===== src/rtl/uart_tx_preamble.sv =====
module uart_tx_preamble (
  input  logic       clk,
  input  logic       rst_n,
  input  logic       baud_tick,
  input  logic       ctrl_we,
  input  logic       ctrl_en,
  input  logic       ctrl_brk,
  input  logic       ctrl_nine,
  input  logic       ctrl_ie_empty,
  input  logic       ctrl_ie_done,
  input  logic       data_we,
  input  logic [8:0] data_in,
  output logic       txd,
  output logic       pin_own,
  output logic       flag_empty,
  output logic       flag_done,
  output logic       irq
);
  localparam int SW = 12;
  localparam int CW = 4;

  logic          en_r, brk_r, nine_r, iee_r, ied_r;
  logic          empty_r, done_r, own_r, busy_r, pre_r;
  logic [8:0]    hold_r;
  logic [SW-1:0] sh_r;
  logic [CW-1:0] cnt_r;

  logic          free, step, ld_pre, ld_brk, ld_dat, ld_any;
  logic [CW-1:0] len;
  logic [SW-1:0] frame_dat, frame_brk;

  assign free      = !busy_r || (cnt_r == CW'(1));
  assign step      = baud_tick && free;
  assign ld_pre    = step && pre_r && en_r;
  assign ld_brk    = step && !ld_pre && brk_r && own_r;
  assign ld_dat    = step && !ld_pre && !ld_brk && !empty_r && own_r;
  assign ld_any    = ld_pre || ld_brk || ld_dat;
  assign len       = nine_r ? CW'(11) : CW'(10);
  assign frame_dat = nine_r ? {2'b11, hold_r, 1'b0} : {3'b111, hold_r[7:0], 1'b0};
  assign frame_brk = nine_r ? SW'(12'h800) : SW'(12'hC00);

  always_ff @(posedge clk) begin
    if (!rst_n) begin
      en_r    <= 1'b0;
      brk_r   <= 1'b0;
      nine_r  <= 1'b0;
      iee_r   <= 1'b0;
      ied_r   <= 1'b0;
      empty_r <= 1'b1;
      done_r  <= 1'b1;
      own_r   <= 1'b0;
      busy_r  <= 1'b0;
      pre_r   <= 1'b0;
      hold_r  <= '0;
      sh_r    <= '1;
      cnt_r   <= '0;
    end else begin
      if (baud_tick && busy_r) begin
        sh_r  <= {1'b1, sh_r[SW-1:1]};
        cnt_r <= cnt_r - CW'(1);
      end
      if (step) begin
        busy_r <= ld_any;
        done_r <= !ld_any && empty_r;
        if (!ld_any && !en_r) own_r <= 1'b0;
      end
      if (ld_pre) begin
        sh_r  <= '1;
        cnt_r <= len;
        pre_r <= 1'b0;
      end
      if (ld_brk) begin
        sh_r  <= frame_brk;
        cnt_r <= len + CW'(1);
        if (!en_r) brk_r <= 1'b0;
      end
      if (ld_dat) begin
        sh_r    <= frame_dat;
        cnt_r   <= len;
        empty_r <= 1'b1;
      end
      if (data_we) begin
        hold_r  <= data_in;
        empty_r <= 1'b0;
        done_r  <= 1'b0;
      end
      if (ctrl_we) begin
        en_r   <= ctrl_en;
        brk_r  <= ctrl_brk;
        nine_r <= ctrl_nine;
        iee_r  <= ctrl_ie_empty;
        ied_r  <= ctrl_ie_done;
        pre_r  <= ctrl_en && (pre_r || !en_r);
        if (ctrl_en) own_r <= 1'b1;
      end
    end
  end

  assign txd        = (own_r && busy_r) ? sh_r[0] : 1'b1;
  assign pin_own    = own_r;
  assign flag_empty = empty_r;
  assign flag_done  = done_r;
  assign irq        = (empty_r && iee_r) || (done_r && ied_r);


  en_holds_pin_chk: assert property (@(posedge clk) disable iff (!rst_n)
    en_r |-> own_r);


  done_idle_chk: assert property (@(posedge clk) disable iff (!rst_n)
    done_r |-> (!busy_r && empty_r));


  bit_hold_chk: assert property (@(posedge clk) disable iff (!rst_n)
    (busy_r && !baud_tick) |=> ($stable(sh_r) && $stable(cnt_r)));


  start_on_tick_chk: assert property (@(posedge clk) disable iff (!rst_n)
    $rose(busy_r) |-> $past(baud_tick));


  release_on_tick_chk: assert property (@(posedge clk) disable iff (!rst_n)
    $fell(own_r) |-> ($past(baud_tick) && !$past(en_r)));
endmodule


===== config.mk =====
export PLATFORM = sky130hd
export DESIGN_NAME = uart_tx_preamble
export DESIGN_NICKNAME = d
export VERILOG_FILES = /design/src/rtl/uart_tx_preamble.sv
export SDC_FILE = /design/constraint.sdc
export NUM_CORES = 1
export LEC_CHECK = 0
export CAP_MARGIN = 20
export CELL_PAD_IN_SITES_DETAIL_PLACEMENT = 0
export CELL_PAD_IN_SITES_GLOBAL_PLACEMENT = 2
export CORE_ASPECT_RATIO = 1.5
export CORE_MARGIN = 4
export CORE_UTILIZATION = 34
export CTS_CLUSTER_DIAMETER = 50
export DETAILED_ROUTE_END_ITERATION = 10
export PLACE_DENSITY = 0.88
export SKIP_LAST_GASP = 1
export SLEW_MARGIN = 0
export SYNTH_ARGS = -nofsm -noshare
export SYNTH_HDL_FRONTEND = slang
export SYNTH_SLANG_ARGS = --single-unit

===== constraint.sdc =====
create_clock -name clk -period 4.4 [get_ports clk]
set_clock_uncertainty 0.05 [all_clocks]
set_input_delay 1.1 -clock clk [delete_from_list [all_inputs] [get_ports clk]]
set_output_delay 1.1 -clock clk [all_outputs]
set_load 0.02 [all_outputs]

==> metrics <==
outcome completed; largest net degree at the start of global routing 19; Hold WS roughly 0.45 ns; multiplexer share of the synthesized area between 7 and 8%; final setup vio count 0; Mapped Area 0.00155 mm2; register area share after synthesis roughly 44%; standard-cell rows 29; max incr delay on CP ~0.53 ns; Worst Path Required ~4.6 ns; CP Max Fanout 17; Die Y approximately 91 um; GRT Total Usage 14.7%; Post-route DRC 0; Post-Synth Adder-Cell Area ~1.6%; CTS tree done; initial antenna violation count 0; filler instances approximately 440; largest family of logic cells by synthesized area compound AO/OA/AOI/OAI gates; clock buffer depth 2; DIE WIDTH approximately 63 um; simple-gate share of the synthesized area 18.1%; CTS clock-pin slew for the worst setup and hold paths ~0.070 ns; Pwr Density approximately 350 mW/mm2; CTS Buf Count 5; register area slightly below 700 um2; endpoints failing hold 0; TritonCTS Sinks 34; RD Place Congestion between 0.8 and 0.9; Tightest Hold Check Type reg -> reg; IO Port Bufs 23; gr ovfl total 0; CP startpoint kind input port; Final min period 2.85 ns; flop2flop setup slack ~2.3 ns; wire length of the first global-routing pass about 6700 um; TNS Setup 0 ns; max-slew violations 0; unrepaired setup endpoints after global routing no; Post-DP HPWL 2870 um; die area about 0.0057 mm2; Gate Count Post-Synth 182; YS warnings 0; number of DRC violations after detailed-routing iteration 0 53; diode count 0; Seq cells post-synth 34; Worst Tran Pin Value roughly 0.65 ns; critical path's slowest cell nor2_2; Vias per Instance 5.53; routed length per instance 15.6 um; crit share post-route roughly 65%; fmax about 0.35 GHz; I/O Pins 24; Final ANT Viol Nets 0; P&R area growth vs syn 21.1%; core area 0.00432 mm2; Clock Latency Late Sink 0.28 ns; area of the multi-input gates between 700 and 800 um2; Netlist cell types 41; Syn Nets a little over 200; final WL between 3000 and 4000 um; CTS-repair resized insts 0; Synth Area in Compound Gates 23.2%; maximum VDD drop approximately 0.16 mV; # Post-CTS Setup Buffers 0; fin nets 224; CTS Root Cell clkbuf_8; # hold bufs at CTS 0; Syn Area/Cell around 8.5 um2; worst path arrival time about 3.0 ns; Max Cap Viol 0; H-tree depth 2; Setup CP Type in -> reg; Worst setup EP type register; 1st-pass router iterations 4; vias in the first global route between 1k and 1.5k; routed vias 1371; P_leak approximately 0.71 nW; crit-path cells clkdlybuf4s50_1 > and4bb_1 > nor2_2 > nor3_1 > a221o_1 > a21oi_1; Starting Density between 30% and 40%; Slew headroom a little under three fifths; ratio of cells with drive above 1 in the final layout under 10%; post-synthesis xor/xnor area fraction less than 1%
[layout make-up]
cell class | instances | area share (%)
sequential | 34 | 36.4
inverter | 6 | 1.20
tap | 46 | 3.08
multi-input combinational | 132 | 42.3
timing repair buffer | 24 | 12.6
clock buffer | 6 | 4.41
[sequential cells by signal, summed over array words and instances, names as in the netlist]
name	cells
sh_r	11
hold_r	9
cnt_r	4
brk_r	1
busy_r	1
en_r	1
flag_done	1
flag_empty	1
ied_r	1
iee_r	1
nine_r	1
pin_own	1
pre_r	1
[cells in the mapped netlist]
cell type  instances  area, um2
a211oi_1           9       67.6
a21o_1             1       7.51
a21oi_1           16       80.1
a221o_1            1       10.0
a22o_1             1       8.76
a22oi_1            2       15.0
a311o_1            1       10.0
a31oi_1            3       18.8
and2_1             1       6.26
and4bb_1           1       12.5
buf_1              2       7.51
buf_2              4       20.0
buf_6              1       11.3
clkbuf_1           3       11.3
clkinv_1           1       3.75
dfxtp_1           34        681
ha_1               2       25.0
inv_1              5       18.8
mux2i_1           12        120
nand2_1            6       22.5
nand2_2            1       6.26
nand2b_1           2       12.5
nand3_1            3       15.0
nand3_4            1       17.5
nand3b_1           1       7.51
nand4_1            1       6.26
nand4b_1           1       8.76
nor2_1            34        128
nor2_2             1       6.26
nor2b_1            1       6.26
nor3_1             2       10.0
nor3b_1            1       7.51
o211a_1            1       10.0
o211ai_1           1       7.51
o21a_1             1       7.51
o21ai_0            3       15.0
o21ai_1           17       85.1
o21ai_2            1       8.76
o31ai_1            1       7.51
or2_1              1       6.26
xor2_1             1       8.76
[where the power goes]
| group | leakage, nW | internal [mW] | switching [mW] | total [mW] |
|---|---|---|---|---|
| sequential | 0.279 | 0.323 | 0.0142 | 0.338 |
| clock | 0.0431 | 0.121 | 0.108 | 0.228 |
| combinational | 0.387 | 0.0438 | 0.0497 | 0.0935 |
[worst paths after layout]
path	from	to	depth (start not counted)
setup / recovery	baud_tick	cnt_r[1]$_SDFFE_PN0P_	6
hold / removal	sh_r[10]$_SDFFE_PN1P_	sh_r[10]$_SDFFE_PN1P_	2
setup reg to reg	cnt_r[1]$_SDFFE_PN0P_	cnt_r[1]$_SDFFE_PN0P_	7
hold reg to reg	sh_r[10]$_SDFFE_PN1P_	sh_r[10]$_SDFFE_PN1P_	2
[per-stage QoR]
stage / setup WS (ns) / total power [mW] / util (%) / cell area [um2] / cells
floorplan: 2.16 / 0.402 / - / 1550 / 182
global placement: 1.28 / 0.436 / 41.3 / 1780 / 241
detailed placement: 1.26 / 0.439 / 41.3 / 1780 / 241
CTS: 1.57 / 0.665 / 43.2 / 1870 / 247
global route: 1.35 / 0.693 / 43.3 / 1870 / 248
finish: 1.55 / 0.659 / 43.3 / 1870 / 248
[placed cells by master, fill, tap and decap left out, drive strengths merged, types with 2 or more instances in the layout]
cell and instances:
a211oi 9, a21oi 16, a22oi 2, a31oi 3, clkbuf 6, clkdlybuf4s50 23, dfxtp 34, ha 2
inv 5, mux2i 12, nand2 7, nand2b 2, nand3 4, nor2 35, nor3 2, o21ai 21
[routing by layer]
layer / global-route usage (%) / vias to the layer above / share of wire (%) / routed length [um]
li1: - / 681 / - / -
met1: 14.3 / 656 / 38 / 1490
met2: 28.0 / 25 / 56 / 2160
met3: 3.86 / 9 / 3.5 / 134
met4: 6.63 / 0 / 2.3 / 89
met5: 0 / - / 0 / 0
[cell families after synthesis]
| logic type | Yosys count |
|---|---|
| mux | 12 |
| compound gates | 59 |
| buf+inv | 16 |
| flops | 34 |
| fa+ha+maj | 2 |
| xor+xnor | 1 |
| simple gates | 58 |
[critical path: cells and delay by family]
family                 cells  cell delay, ns
buffers and inverters      1            0.51
AOI/OAI and AO/OA          2            0.45
and+or+nand+nor            3            0.94
Power figures use the tool's default switching activity.
